$ cat config.mk
export PLATFORM = sky130hd
export DESIGN_NAME = ainit_addr_phase
export DESIGN_NICKNAME = d
export VERILOG_FILES = /design/src/rtl/ainit_pkg.sv /design/src/rtl/ainit_window.sv /design/src/rtl/ainit_hold.sv /design/src/rtl/ainit_sticky.sv /design/src/rtl/ainit_addr_phase.sv
export SDC_FILE = /design/constraint.sdc
export NUM_CORES = 1
export LEC_CHECK = 0
export BUFFER_PORTS_ARGS = -buffer_cell sky130_fd_sc_hd__buf_2
export CORE_MARGIN = 2
export CORE_UTILIZATION = 42
export CTS_CLUSTER_SIZE = 40
export DETAILED_ROUTE_END_ITERATION = 10
export PLACE_DENSITY_LB_ADDON = 0.15
export RECOVER_POWER = 25
export SLEW_MARGIN = 5
export SYNTH_ARGS = -nofsm -noshare
export SYNTH_HDL_FRONTEND = slang
export SYNTH_SLANG_ARGS = --single-unit
export TNS_END_PERCENT = 100
$ cat constraint.sdc
create_clock -name clk -period 3 [get_ports clk]
set_input_delay 0 -clock clk [delete_from_list [all_inputs] [get_ports clk]]
set_output_delay 0 -clock clk [all_outputs]
set_load 0.01 [all_outputs]
$ cat src/rtl/ainit_pkg.sv
package ainit_pkg;
   typedef enum logic [2:0] {
      ST_IDLE  = 3'd0,
      ST_ADDR  = 3'd1,
      ST_WAIT  = 3'd2,
      ST_CLAIM = 3'd3,
      ST_ABORT = 3'd4
   } ainit_state_e;
endpackage

$ cat src/rtl/ainit_window.sv
module ainit_window #(
   parameter int ABORT_CYCLE = 6,
   localparam int CW = $clog2(ABORT_CYCLE + 1)
) (
   input  logic clk,
   input  logic rst_n,
   input  logic load,
   input  logic step,
   output logic expired
);
   logic [CW-1:0] cyc_q;

   always_ff @(posedge clk or negedge rst_n) begin
      if (!rst_n)
         cyc_q <= '0;
      else if (load)
         cyc_q <= CW'(2);
      else if (step && cyc_q < CW'(ABORT_CYCLE))
         cyc_q <= cyc_q + 1'b1;
   end

   assign expired = (cyc_q >= CW'(ABORT_CYCLE - 1));
endmodule

$ cat src/rtl/ainit_hold.sv
module ainit_hold #(
   parameter int ADDR_W = 32,
   parameter int CMD_W  = 4
) (
   input  logic              clk,
   input  logic              rst_n,
   input  logic              capture,
   input  logic [ADDR_W-1:0] addr_i,
   input  logic [CMD_W-1:0]  cmd_i,
   input  logic              wr_i,
   output logic [ADDR_W-1:0] addr_q,
   output logic [CMD_W-1:0]  cmd_q,
   output logic              wr_q
);
   always_ff @(posedge clk or negedge rst_n) begin
      if (!rst_n) begin
         addr_q <= '0;
         cmd_q  <= '0;
         wr_q   <= 1'b0;
      end else if (capture) begin
         addr_q <= addr_i;
         cmd_q  <= cmd_i;
         wr_q   <= wr_i;
      end
   end
endmodule

$ cat src/rtl/ainit_sticky.sv
module ainit_sticky #(
   parameter bit SET_WINS = 1'b1
) (
   input  logic clk,
   input  logic rst_n,
   input  logic set_i,
   input  logic clr_i,
   output logic flag_q
);
   logic flag_d;

   generate
      if (SET_WINS) begin : g_set_first
         always_comb flag_d = set_i | (flag_q & ~clr_i);
      end else begin : g_clr_first
         always_comb flag_d = ~clr_i & (set_i | flag_q);
      end
   endgenerate

   always_ff @(posedge clk or negedge rst_n) begin
      if (!rst_n) flag_q <= 1'b0;
      else        flag_q <= flag_d;
   end
endmodule

$ cat src/rtl/ainit_addr_phase.sv
module ainit_addr_phase
   import ainit_pkg::*;
#(
   parameter int ADDR_W      = 32,
   parameter int CMD_W       = 4,
   parameter int DATA_W      = 32,
   parameter int ABORT_CYCLE = 6
) (
   input  logic              clk,
   input  logic              rst_n,
   input  logic              req_valid,
   input  logic [ADDR_W-1:0] req_addr,
   input  logic [CMD_W-1:0]  req_cmd,
   input  logic              req_write,
   output logic              ack,
   output logic              ack_claimed,
   output logic              ack_abort,
   output logic [DATA_W-1:0] rd_data,
   output logic              abort_sticky,
   input  logic              abort_clr,
   input  logic              gnt_n,
   input  logic              frame_in_n,
   input  logic              irdy_in_n,
   input  logic              devsel_n,
   output logic [ADDR_W-1:0] ad_out,
   output logic              ad_oe,
   output logic [CMD_W-1:0]  cbe_out,
   output logic              cbe_oe,
   output logic              frame_out_n,
   output logic              frame_oe
);
   generate
      if (ABORT_CYCLE < 3 || ABORT_CYCLE > 16) begin : g_bad_abort
         $error("ABORT_CYCLE must lie in 3..16");
      end
      if (ADDR_W < 1 || CMD_W < 1 || DATA_W < 1) begin : g_bad_width
         $error("widths must be positive");
      end
   endgenerate

   ainit_state_e st_q, st_d;
   logic         bus_free;
   logic         expired;
   logic [ADDR_W-1:0] addr_q;
   logic [CMD_W-1:0]  cmd_q;
   logic              wr_q;

   assign bus_free = ~gnt_n & frame_in_n & irdy_in_n;

   always_comb begin
      st_d = st_q;
      unique case (st_q)
         ST_IDLE:  if (req_valid && bus_free) st_d = ST_ADDR;
         ST_ADDR:  st_d = ST_WAIT;
         ST_WAIT: begin
            if (!devsel_n)    st_d = ST_CLAIM;
            else if (expired) st_d = ST_ABORT;
         end
         ST_CLAIM: st_d = ST_IDLE;
         ST_ABORT: st_d = ST_IDLE;
         default:  st_d = ST_IDLE;
      endcase
   end

   always_ff @(posedge clk or negedge rst_n) begin
      if (!rst_n) st_q <= ST_IDLE;
      else        st_q <= st_d;
   end

   ainit_hold #(.ADDR_W(ADDR_W), .CMD_W(CMD_W)) hold_i (
      .clk     (clk),
      .rst_n   (rst_n),
      .capture (st_q == ST_IDLE && st_d == ST_ADDR),
      .addr_i  (req_addr),
      .cmd_i   (req_cmd),
      .wr_i    (req_write),
      .addr_q  (addr_q),
      .cmd_q   (cmd_q),
      .wr_q    (wr_q)
   );

   ainit_window #(.ABORT_CYCLE(ABORT_CYCLE)) win_i (
      .clk     (clk),
      .rst_n   (rst_n),
      .load    (st_q == ST_ADDR),
      .step    (st_q == ST_WAIT),
      .expired (expired)
   );

   ainit_sticky #(.SET_WINS(1'b1)) sticky_i (
      .clk    (clk),
      .rst_n  (rst_n),
      .set_i  (st_d == ST_ABORT),
      .clr_i  (abort_clr),
      .flag_q (abort_sticky)
   );

   always_comb begin
      ad_oe       = (st_q == ST_ADDR);
      cbe_oe      = (st_q == ST_ADDR);
      ad_out      = (st_q == ST_ADDR) ? addr_q : '0;
      cbe_out     = (st_q == ST_ADDR) ? cmd_q  : '0;
      frame_oe    = (st_q != ST_IDLE);
      frame_out_n = !(st_q == ST_ADDR || st_q == ST_WAIT);
      ack_claimed = (st_q == ST_CLAIM);
      ack_abort   = (st_q == ST_ABORT);
      ack         = ack_claimed | ack_abort;
      rd_data     = (ack_abort && !wr_q) ? '1 : '0;
   end
endmodule

==> Yosys cells after proc, flatten, opt, wreduce, memory -nomap -nowiden <==
Index checks and enable logic that the tools add are counted.
{ "op_classes": {"n_addsub": 1, "magnitude_cmp": 2, "eq_ne": 6, "mux": 9, "bitwise": 7, "n_reduce_logical": 10} }
{ "ops": {"columns": ["op", "n"], "rows": [
  ["two-way mux 32 bit", 2],
  ["two-way mux 3 bit", 5],
  ["case mux 3 bit (3 select lines)", 1],
  ["== test 3 x 1 -> 1 bit, second input constant", 2],
  ["== test 3 x 2 -> 1 bit, second input constant", 2],
  ["== test 3 bit, second input constant", 2],
  ["logical AND 1 bit", 4],
  ["two-way mux 4 bit", 1],
  ["adder 3 x 1 -> 3 bit, second input constant", 1],
  ["bitwise AND 1 bit", 3],
  [">= comparator 3 bit, second input constant", 1],
  ["logical NOT 3 bit", 1],
  ["less-than comparator 3 bit, second input constant", 1],
  ["nonzero test 3 bit", 1],
  ["logical NOT 1 bit", 2],
  ["inverter 1 bit", 2],
  ["OR 1 bit", 2],
  ["nonzero test 2 bit", 1],
  ["logical OR 1 bit", 1]
]} }
{ "totals": {"ff_bits": 44, "in_bits": 45, "output_inout_bits": 76, "elab_cells": 41} }

==> Logic depth before layout (Yosys ltp) <==
Gate-level depths: netlist of the first run.
{ "logic_depth": {"word_depth": 8, "ltp_mapped": 5, "mapped_depth_nobuf": 5} }

==> Hierarchy <==
A second synthesis of the first run with hierarchy kept.
{ "hier_totals": {"cells_unflattened": 191, "hier_area_um2": 2432.3} }
{ "by_module_without_submodules": {"columns": ["mod", "instances", "cells_each", "area_each_um2", "seq_area_each_um2"], "rows": [
  ["ainit_hold", 1, 78, 1526.5, 925.9],
  ["ainit_addr_phase", 1, 93, 680.7, 75.1],
  ["ainit_window", 1, 17, 188.9, 75.1],
  ["ainit_sticky", 1, 3, 36.3, 25.0]
]} }

==> Worst setup path before layout of the first run <==
OpenSTA, ideal clock, no wires.
{ "synth_path": {"path_kind": "register to output", "from": "register st_q[1]", "to": "output port rd_data[10]", "arrival_ps": 3630, "t_required_ps": 3000, "slack_ps": -630, "path_stages_with_launch": 4, "n_path_buf": 2, "cell_sequence": "dfrtp_1 clkbuf_1 nor4_1 buf_4"} }
{ "synth_via": {"elab_chain_len": 3} }
{ "synth_lines": {"columns": ["item", "line", "text"], "rows": [
  ["start: declaration", "ainit_addr_phase.sv:41", "ainit_state_e st_q, st_d;"],
  ["start signal: assignment", "ainit_addr_phase.sv:67", "else st_q <= st_d;"],
  ["== test 3 bit", "ainit_addr_phase.sv:106", "ack_abort = (st_q == ST_ABORT);"],
  ["logical AND 1 bit", "ainit_addr_phase.sv:108", "rd_data = (ack_abort && !wr_q) ? '1 : '0;"],
  ["two-way mux 32 bit", "ainit_addr_phase.sv:108", null],
  ["end: declaration", "ainit_addr_phase.sv:18", "output logic [DATA_W-1:0] rd_data,"]
]} }
No other way between the ends.

==> Worst setup path after layout of the first run <==
{ "layout_path": {"from": "register st_q[0]", "to": "register hold_i.addr_q[30]"} }
{ "layout_via": {"elab_chain_len": 5, "word_cells_on_any_way": 9, "classes_between": "eq/ne (3); mux (4); reduce/logical (2)"} }
{ "layout_lines": {"columns": ["item", "line", "text"], "rows": [
  ["two-way mux 3 bit", "ainit_addr_phase.sv:57", "else if (expired) st_d = ST_ABORT;"],
  ["two-way mux 3 bit", "ainit_addr_phase.sv:56", "if (!devsel_n) st_d = ST_CLAIM;"],
  ["case mux 3 bit (3 select lines)", "ainit_addr_phase.sv:52", "unique case (st_q)"],
  ["== test 3 x 1 -> 1 bit", "ainit_addr_phase.sv:73", ".capture (st_q == ST_IDLE && st_d == ST_ADDR),"],
  ["logical AND 1 bit *", "ainit_addr_phase.sv:73", null],
  ["end signal: assignment", "ainit_hold.sv:21", "addr_q <= addr_i;"],
  ["end: declaration", "ainit_hold.sv:11", "output logic [ADDR_W-1:0] addr_q,"]
]} }
Mark *: on every way between the ends. The rest lies on a longest branch, timed or not.
A chain may end at the register's enable or synchronous reset.

==> metrics.txt, run 1 <==
max cap viols=0; switch share=31.5%; Longest Clk Path Bufs=2; clk_lat worst skew=0.30 ns; gr ovfl total=0; Pwr Density=751 mW/mm^2; Comb pwr share=39.8%; CP Max Fanout=27; worst rel slew slack=37.2%; largest net degree at the start of global routing=45; Placed Instances=353; worst slack at placement=0.739 ns; cts hold-fix bufs=40; Placer Congestion=0.743; CTS H-tree lvls=2; sequential share of power=41.9%; Avg Inst Size Synth=12.4 um^2; Die Y=80.4 um; WL/cell=13.0 um; clock skew=0.0113 ns; Slew @ Worst Pin=0.935 ns; WP data arrival=2.43 ns; setup violators final=0; share of cells above drive strength 1=53.5%; Seq/Total Area, Yosys=44.9%; Sum Neg Setup Slack=0 ns; Mapped Area=0.00245 mm^2; PostCTS Resize Cnt=0; CP Capture Type=flop; cell chosen for the clock root=clkbuf_8; CTS clk-pin slew, worst paths=0.09 ns; number of global-route vias before repair=1702; Crit path required time=3.19 ns; top_reg_cell synth=dfrtp_1; Non-Filler Instances=401; DRC Markers=0; worst reg-to-reg setup slack=0.76 ns; core box area=0.00557 mm^2; Hold Path Class=in -> reg; minimum clock period=2.24 ns; # fillers=471; status=finished, final reports clean; Starting Density=44.0%; Final Hold Viols=0; post-CTS setup buffer count=0; Cell variety after synth=31; FMAX=0.446 GHz; clock sink count=44; Total GRT Usage=16.8%; unrepaired setup endpoints after global routing=false; Final Util=60.8%; Die W=80.4 um; Peak VDD IR=0.356 mV; Layout area overhead=38.3%; IO Pins=121; Inserted Clock Buffers=5; die area=0.00646 mm^2; synth warn=0; vias=1814; first-pass GRT wire length=8250 um; Final Max Slew Viols=0; nets=375; fraction of registers with async set/reset=100%; crit start category=flop; period utilisation layout=74.7%; syn nets=244; worst setup slack after layout=0.758 ns; DR iter-0 viols=74; Setup CP Type=reg -> reg; Syn Inst Count=197; Antenna diodes=0; sw power=0.800 mW; final WL=5220 um; flops & latches, synth=44; Std-Cell Rows=27; Clk pwr share=18.3%; remaining antenna violation count=0; Leakage=1.82 nW; port buffer count=120; vias per inst=4.52; cell-internal power=1.74 mW; EDFF count, synth=0; hpwl dp=3260 um; drt first pass iters=4; initial antenna violation count=0; CTS tree=done
-- area by class of cell --
type                       instances  area (um^2)  share of cell area, %
clock buffer                       5         68.8                   2.03
tap                               72         90.1                   2.66
clock inverter                     3         46.3                   1.37
sequential                        44         1100                   32.5
timing repair buffer             165         1040                   30.6
inverter                           4         15.0                  0.443
multi-input combinational        108         1030                   30.4
-- layout by cell type (no fill, tap or decap), types with 2 or more instances in the layout --
master,instances
buf_2,119
dfrtp_1,44
dlygate4sd3_1,40
and2_1,36
mux2_4,30
mux2_2,8
clkbuf_8,5
buf_4,5
inv_1,4
nor3_1,4
nand2_1,3
nand4b_1,2
nor2_1,2
a32o_1,2
o21ai_0,2
ha_1,2
-- critical path, cell delays in order (launching register included) --
cell	delay, ns
dfrtp_1	0.56
or3_4	0.49
nor2_8	0.46
buf_4	0.30
mux2_4	0.31
-- state kept, by name, indices dropped and copies added (netlist names) --
name	cells
hold_i.cmd_q	4
win_i.cyc_q	3
sticky_i.flag_q	1
hold_i.addr_q	32
hold_i.wr_q	1
st_q	3
-- synth_stat cells, types with 2 or more instances --
library cell,number,area [um^2]
and2_1,36,225
clkbuf_1,6,22.5
nor2_1,3,11.3
inv_1,4,15.0
ha_1,2,25.0
mux2_4,30,450
a32o_1,2,20.0
nand4b_1,2,17.5
dfrtp_1,44,1100
buf_4,32,240
mux2_2,8,90.1
nand2_1,3,11.3
buf_12,3,60.1
o21ai_0,2,10.0
nor3_1,4,20.0
-- cells by family after synthesis --
| logic type | Yosys count | share of synthesized area, % |
|---|---|---|
| and+or+nand+nor | 56 | 14.4 |
| xor gates and xnor gates | 1 | 0.358 |
| DFF | 44 | 44.9 |
| muxes | 38 | 22.1 |
| buffers and inverters | 45 | 13.8 |
| AOI/OAI and AO/OA | 11 | 3.42 |
| adders and majority gates | 2 | 1.02 |
-- per-stage QoR --
step | area [um^2] | hold WS, ns | power [mW]
3_3_place_gp | 2870 | 0.192 | 2.03
3_5_place_dp | 2870 | 0.198 | 2.04
2_1_floorplan | 2460 | -0.296 | 1.77
4_1_cts | 3390 | 0.262 | 2.56
5_1_grt | 3390 | 0.310 | 2.73
6_report | 3390 | 0.266 | 2.54
-- final timing paths --
| kind | startpoint | to | cells after the start |
|---|---|---|---|
| setup / recovery | st_q[0]$_DFF_PN0_ | hold_i.addr_q[30]$_DFFE_PN0P_ | 4 |
| hold / removal | gnt_n | st_q[0]$_DFF_PN0_ | 4 |
| setup reg to reg | st_q[0]$_DFF_PN0_ | hold_i.addr_q[30]$_DFFE_PN0P_ | 4 |
| hold reg to reg | hold_i.addr_q[24]$_DFFE_PN0P_ | hold_i.addr_q[24]$_DFFE_PN0P_ | 1 |
| max in group asynchronous | rst_n | sticky_i.flag_q$_DFF_PN0_ | 2 |
| min in group asynchronous | rst_n | hold_i.addr_q[22]$_DFFE_PN0P_ | 2 |
-- power by group through the flow --
stage                     logic, mW  clock network [mW]  registers [mW]
final                          1.01               0.465            1.07
after global placement        0.965                   0            1.07
after detailed placement      0.989                   0            1.06
after global routing           1.11               0.506            1.11
after CTS                      1.02               0.477            1.06
after floorplan               0.766                   0            1.00
-- layer usage --
metal | vias to the layer above | global-route usage [%] | share of wire (%)
met5 | - | 0 | 0
li1 | 888 | - | -
met3 | 6 | 3.48 | 6.0
met2 | 82 | 29.7 | 51
met1 | 838 | 20.5 | 42
met4 | 0 | 4.75 | 1.1
(Power assumes the default switching activity.)
==> inputs of run 2 (changes only) <==
==> constraint.sdc (replaced) <==
create_clock -name clk -period 1.9 [get_ports clk]
set_input_delay 0 -clock clk [delete_from_list [all_inputs] [get_ports clk]]
set_output_delay 0 -clock clk [all_outputs]
set_load 0.01 [all_outputs]
==> run 2 against run 1 <==
  * Sequential cell count unchanged
  * Cell area grew 1.3%
  * Register-to-register slack lost 0.44 ns
  * Global-route usage rose by 0.28 points
  * Non-clock buffer count rose by 4
  * Critical path type is now reg -> out
  * Largest power group is now combinational logic
  * Highest routed layer unchanged
==> metrics.txt, run 2 (synthesized netlist as in run 1, its figures left out) <==
status=finished, final reports clean; Peak VDD IR=0.589 mV (+65%); Pwr Density=1170 mW/mm^2 (+55%); clock sink count=44 (unchanged); Hold Path Class=in -> reg; Top reg by flops=hold_i.addr_q; max cap viols=0 (unchanged); Slew @ Worst Pin=1.08 ns (+0.143 ns); vias per inst=4.55 (+0.54%); crit start category=flop; cell chosen for the clock root=clkbuf_8; combined area of the multi-input logic cells=0.00103 mm^2 (unchanged); nets=379 (+1.1%); first-pass GRT wire length=8490 um (+3.0%); PostCTS Resize Cnt=0 (unchanged); Crit. path cell count=6 (+2); WP data arrival=1.68 ns (-0.75 ns); clk_lat worst skew=0.29 ns (about the same); die area=0.00646 mm^2 (unchanged); CTS clk-pin slew, worst paths=0.08 ns (about the same); number of flip-flops under the largest register name=32 (unchanged); worst reg-to-reg setup slack=0.32 ns (-0.44 ns); worst rel slew slack=28.1% (-9.1 points); CP Max Fanout=21 (-22%); DRC Markers=0 (unchanged); biggest regs=hold_i.addr_q x32, hold_i.cmd_q x4; Final Hold Viols=0 (unchanged); commonest cells after routing, fill and taps aside=buf_2, dfrtp_1, dlygate4sd3_1, and2_1, mux2_4; CP max-delay cell=dfrtp_1; worst path bufs/invs=3 (+2); most frequent CP cell=buf_4; slowest cell delay on critical path=0.40 ns (-0.16 ns); Leakage=1.85 nW (+1.7%); hold depth=3 (-1); Setup CP Type=reg -> out; IO Pins=121 (unchanged); final WL=5230 um (+0.13%); Placer Congestion=0.734 (-1.3%); Crit path required time=1.90 ns (-1.29 ns); gr ovfl total=0 (unchanged); clock skew=0.00544 ns (-0.00584 ns); setup violators final=0 (unchanged); Longest Clk Path Bufs=2 (unchanged); largest net degree at the start of global routing=45 (unchanged); port buffer count=120 (unchanged); remaining antenna violation count=0 (unchanged); CTS tree=done; global routing met1 resource utilization=21.2% (+0.69 points); Starting Density=44.0% (unchanged); initial antenna violation count=0 (unchanged); DR iter-0 viols=84 (+14%); Die Y=80.4 um (unchanged); Total GRT Usage=17.0% (+0.28 points); area occupied by registers=0.00110 mm^2 (unchanged); Layout area overhead=40.0%; worst r2r path cells=4 (unchanged); Die W=80.4 um (unchanged); hpwl dp=3440 um (+5.3%); CP Capture Type=primary output; most common cell after layout, fill and taps aside=buf_2; Sum Neg Setup Slack=0 ns (unchanged); unrepaired setup endpoints after global routing=false; # fillers=455 (-3.4%); CP delay by family, top=buffers and inverters; minimum clock period=1.68 ns; CTS H-tree lvls=2 (unchanged); worst hold slack=0.0129 ns (-0.253 ns); GR Util met2=29.3% (-0.42 points); critical path, cell by cell=buf_4 > nand2b_1 > nor2_2 > buf_4 > and2_1 > buf_2; WL/cell=12.9 um (-0.85%); FMAX=0.595 GHz; number of global-route vias before repair=1724 (+1.3%); vias=1842 (+1.5%); Antenna diodes=0 (unchanged); GR peak layer=met2; core box area=0.00557 mm^2 (unchanged); share of cells above drive strength 1=54.4% (+0.86 points); Std-Cell Rows=27 (unchanged); met3 Usage GRT=4.04% (+0.56 points); Final Max Slew Viols=0 (unchanged); period utilisation layout=88.5%; Inserted Clock Buffers=5 (unchanged); drt first pass iters=4 (unchanged)
run 2: final cells by class:
cell class	instances	share of cell area, %
clock buffer	6	2.12
tap	72	2.63
timing repair buffer	169	31.7
multi-input combinational	108	30.0
sequential	44	32.1
clock inverter	2	1.02
inverter	4	0.438
run 2: stage by stage:
stage	std cells	instance area, um^2	power [mW]	setup slack [ns]	utilization (%)
6_report	405	3430	4.01	0.219	61.5
5_1_grt	405	3430	4.30	0.104	61.5
4_1_cts	405	3430	4.04	0.199	61.6
3_5_place_dp	358	2940	3.26	0.323	52.7
3_3_place_gp	358	2940	3.23	0.347	52.7
2_1_floorplan	197	2470	2.80	0.0343	-
run 2: timing repair:
item,in CTS,in global routing
hold buffers,39,0
buffers inserted,0,0
hold endpoints to repair,82,0
run 2: path summary, 6_finish.rpt:
| kind | startpoint | to |
|---|---|---|
| worst max-delay path | st_q[2]$_DFF_PN0_ | ad_out[11] |
| worst min-delay path | devsel_n | st_q[0]$_DFF_PN0_ |
| worst max register to register | st_q[0]$_DFF_PN0_ | hold_i.addr_q[5]$_DFFE_PN0P_ |
| worst min register to register | hold_i.cmd_q[1]$_DFFE_PN0P_ | hold_i.cmd_q[1]$_DFFE_PN0P_ |
| max in group asynchronous | rst_n | hold_i.cmd_q[0]$_DFFE_PN0P_ |
| min in group asynchronous | rst_n | hold_i.addr_q[10]$_DFFE_PN0P_ |
run 2: power breakdown:
part / switching, mW / total [mW] / internal, mW
clock network: 0.306 / 0.696 / 0.390
registers: 0.260 / 1.65 / 1.39
logic: 0.669 / 1.66 / 0.996
run 2: worst reg2reg max path, delay by kind of cell, from the launching register on:
family | cells | cell delay (ns)
simple gates | 2 | 0.55
flops | 1 | 0.38
mux | 1 | 0.33
buf+inv | 1 | 0.20
run 2: layer usage:
layer | vias to the layer above | wire, um | part of all wire, %
met5 | - | 0 | 0
met3 | 8 | 356 | 6.8
met1 | 850 | 2210 | 42
met4 | 0 | 56 | 1.1
met2 | 85 | 2600 | 50
li1 | 899 | - | -
==> inputs of run 3 (changes only) <==
--- a/config.mk
+++ b/config.mk
@@ -5,6 +5,7 @@
 export SDC_FILE = /design/constraint.sdc
 export NUM_CORES = 1
 export LEC_CHECK = 0
+export ABC_AREA = 1
 export BUFFER_PORTS_ARGS = -buffer_cell sky130_fd_sc_hd__buf_2
 export CORE_MARGIN = 2
 export CORE_UTILIZATION = 42
==> run 3 against run 2 <==
  * Synthesized area fell by 0.56%
  * Power decreased by 6.1%
  * Clock power is 15% lower
  * Sequential share of layout area up 0.75 points
  * Largest power group is now sequential cells
  * Critical path depth is 1 lower
  * Cell area shrank 2.3%
  * Global-route usage is 2.2 points higher
  * Final cell count rose by 30%
==> metrics.txt, run 3 <==
commonest cells after routing, fill and taps aside=buf_2, nand2_1, inv_1, nand3_1, dfrtp_1; syn nets=375 (+54%); most frequent cell after synthesis=nand2_1; combined area of the multi-input logic cells=816 um^2 (-21%); hold depth=6 (+3); WP data arrival=1.65 ns (-0.03 ns); simple-gate share of the synthesized area=30.9% (+17 points); most common cell after layout, fill and taps aside=buf_2; Syn Inst Count=328 (+66%); number of global-route vias before repair=2226 (+29%); DRC Markers=0 (unchanged); first-pass GRT wire length=9720 um (+14%); Antenna diodes=0 (unchanged); Hold Path End=hold_i.addr_q[21]$_DFFE_PN0P_; area occupied by registers=0.00110 mm^2 (unchanged); post-synthesis mux area share=0% (-22 points); clock sink count=44 (unchanged); CTS tree=done; Cell variety after synth=17 (-45%); commonest cells in the netlist=nand2_1, inv_1, dfrtp_1, nand3_1, nor2_1; worst slack at placement=0.446 ns (+0.122 ns); worst r2r path cells=6 (+2); CP Max Fanout=15 (-29%); final WL=5780 um (+11%); share of cells above drive strength 1=30.5% (-24 points); vias=2325 (+26%); remaining antenna violation count=0 (unchanged); Starting Density=44.0% (about the same); Total GRT Usage=19.2% (+2.2 points); crit start category=flop; CP Capture Type=primary output; Peak VDD IR=0.518 mV (-12%); Setup CP Type=reg -> out; Leakage=2.06 nW (+11%); worst reg2reg endpoint=hold_i.addr_q[9]$_DFFE_PN0P_; Placer Congestion=0.786 (+7.1%); area leader, netlist=dfrtp_1; WL/cell=10.9 um (-15%); Layout area overhead=37.6%; Die W=80.2 um (-0.27%); setup violators final=0 (unchanged); vias per inst=4.40 (-3.2%); DR iter-0 viols=140 (+67%); Inserted Clock Buffers=5 (unchanged); Top reg by flops=hold_i.addr_q; reg-to-reg startpoint=st_q[0]$_DFF_PN0_; unrepaired setup endpoints after global routing=false; fraction of registers with async set/reset=100% (unchanged); drt first pass iters=4 (unchanged); worst setup path startpoint=st_q[2]$_DFF_PN0_; CTS H-tree lvls=2 (unchanged); Slew @ Worst Pin=1.19 ns (+0.112 ns); Mapped Area=0.00244 mm^2 (-0.56%); nets=502 (+32%); synthesized-area fraction occupied by adder cells=1.03% (+0.0058 points); Die Y=80.2 um (-0.27%); Final Hold Viols=0 (unchanged); FMAX=0.606 GHz (+2.0%); core box area=0.00554 mm^2 (-0.61%); EDFF count, synth=0 (unchanged); Synth top area share=45.2% (+0.25 points); largest net degree at the start of global routing=39 (-13%); worst setup slack after layout=0.251 ns (+0.0323 ns); area post-placement=0.00286 mm^2 (-2.7%); biggest regs=hold_i.addr_q x32, hold_i.cmd_q x4; worst rel slew slack=20.6% (-7.5 points); initial antenna violation count=0 (unchanged); clk_lat worst skew=0.29 ns (about the same); slowest cell delay on critical path=0.46 ns (+0.06 ns); Seq/Total Area, Yosys=45.2% (+0.25 points); Std-Cell Rows=27 (unchanged); worst reg-to-reg setup slack=0.51 ns (+0.19 ns); max cap viols=0 (unchanged); top_reg_cell synth=dfrtp_1; synth warn=0 (unchanged); Synth Area in Compound Gates=0.668% (-2.8 points); gr ovfl total=0 (unchanged); die area=0.00643 mm^2 (-0.53%); # fillers=539 (+18%); worst path bufs/invs=3 (unchanged); status=finished, final reports clean; post-CTS setup buffer count=0 (unchanged); IO Pins=121 (unchanged); Crit path required time=1.90 ns (about the same); cell chosen for the clock root=clkbuf_8; Longest Clk Path Bufs=2 (unchanged); XOR/XNOR Fraction of Synth Area=0.360% (+0.0020 points); CP max-delay cell=dfrtp_1; Sum Neg Setup Slack=0 ns (unchanged); Avg Inst Size Synth=7.43 um^2 (-40%); Finished Cell Area=0.00335 mm^2 (-2.3%); hpwl dp=3850 um (+12%); largest family of logic cells by synthesized area=simple AND/OR/NAND/NOR gates; clock skew=0.00638 ns (+0.000945 ns); minimum clock period=1.65 ns (-0.0323 ns); CTS clk-pin slew, worst paths=0.08 ns (about the same); Final Max Slew Viols=0 (unchanged); CP delay by family, top=buffers and inverters; synth top area cells=dfrtp_1, nand2_1, buf_4; Hold Path Class=in -> reg; flops & latches, synth=44 (unchanged); hold_sp=irdy_in_n; period utilisation layout=86.8% (-1.7 points); Pwr Density=1120 mW/mm^2 (-3.9%); critical path, cell by cell=inv_1 > nand3_4 > buf_4 > nor2_1 > buf_2; number of flip-flops under the largest register name=32 (unchanged); port buffer count=120 (unchanged)
-- run 3: cell count changes in the layout (fill, tap and decap cells not counted), moves of 8 or more --
cell / change
nand2_1: +86
mux2_4: -30
nor2_1: +40
mux2_2: -8
nand3_1: +43
and2_1: -36
inv_1: +43
-- run 3: logic make-up after synthesis --
group,Yosys count
adder cells (fa/ha/maj),2
buffers and inverters,97
XOR/XNOR,1
flip-flops,44
AO/OA/AOI/OAI,3
AND/OR/NAND/NOR,181
-- run 3: repair_timing --
action / 4_1_cts / 5_1_grt
hold buffers: 40 / 0
setup endpoints to repair: 0 / 1
hold endpoints to repair: 60 / 0
gates resized for setup: 0 / 1
-- run 3: routing by layer --
metal | vias to the layer above | GRT usage, % | wire [um]
met3 | 9 | 3.82 | 368
met5 | - | 0 | 0
met4 | 0 | 5.76 | 90
met1 | 1039 | 22.8 | 2450
li1 | 1195 | - | -
met2 | 82 | 34.8 | 2870
-- run 3: cell type report --
class | instances | share of cell area [%]
sequential | 44 | 32.8
timing repair buffer | 168 | 32.0
tap | 72 | 2.69
inverter | 49 | 5.49
multi-input combinational | 187 | 24.3
clock buffer | 8 | 2.69
-- run 3: report_power, final --
| part | internal [mW] | switching, mW | total, mW |
|---|---|---|---|
| registers | 1.38 | 0.259 | 1.64 |
| clock network | 0.297 | 0.297 | 0.594 |
| logic | 0.596 | 0.935 | 1.53 |
-- run 3: how the worst max path moves through the flow --
stage / endpoint / slack [ns] / depth (start not counted)
after floorplan: rd_data[10] / 0.35 / 4
after global placement: ad_out[17] / 0.48 / 5
after detailed placement: ad_out[17] / 0.45 / 5
after CTS: ad_out[17] / 0.12 / 5
after global routing: hold_i.addr_q[5]$_DFFE_PN0P_ / 0.09 / 3
final: ad_out[17] / 0.25 / 5
-- run 3: tightest hold or removal path: stages --
cell     delay, ns
buf_2         0.10
nand2_1       0.06
nor2_2        0.05
buf_12        0.17
nand3_1       0.09
nand2_1       0.05
-- run 3: metrics by stage --
stage	power [mW]	hold slack [ns]	std cells	util (%)
after floorplan	2.72	-0.296	328	-
after global placement	3.09	-0.00417	480	51.6
after detailed placement	3.13	0.00354	480	51.6
after CTS	3.80	0.210	528	60.4
after global routing	4.15	0.266	528	60.5
final	3.76	0.250	528	60.5
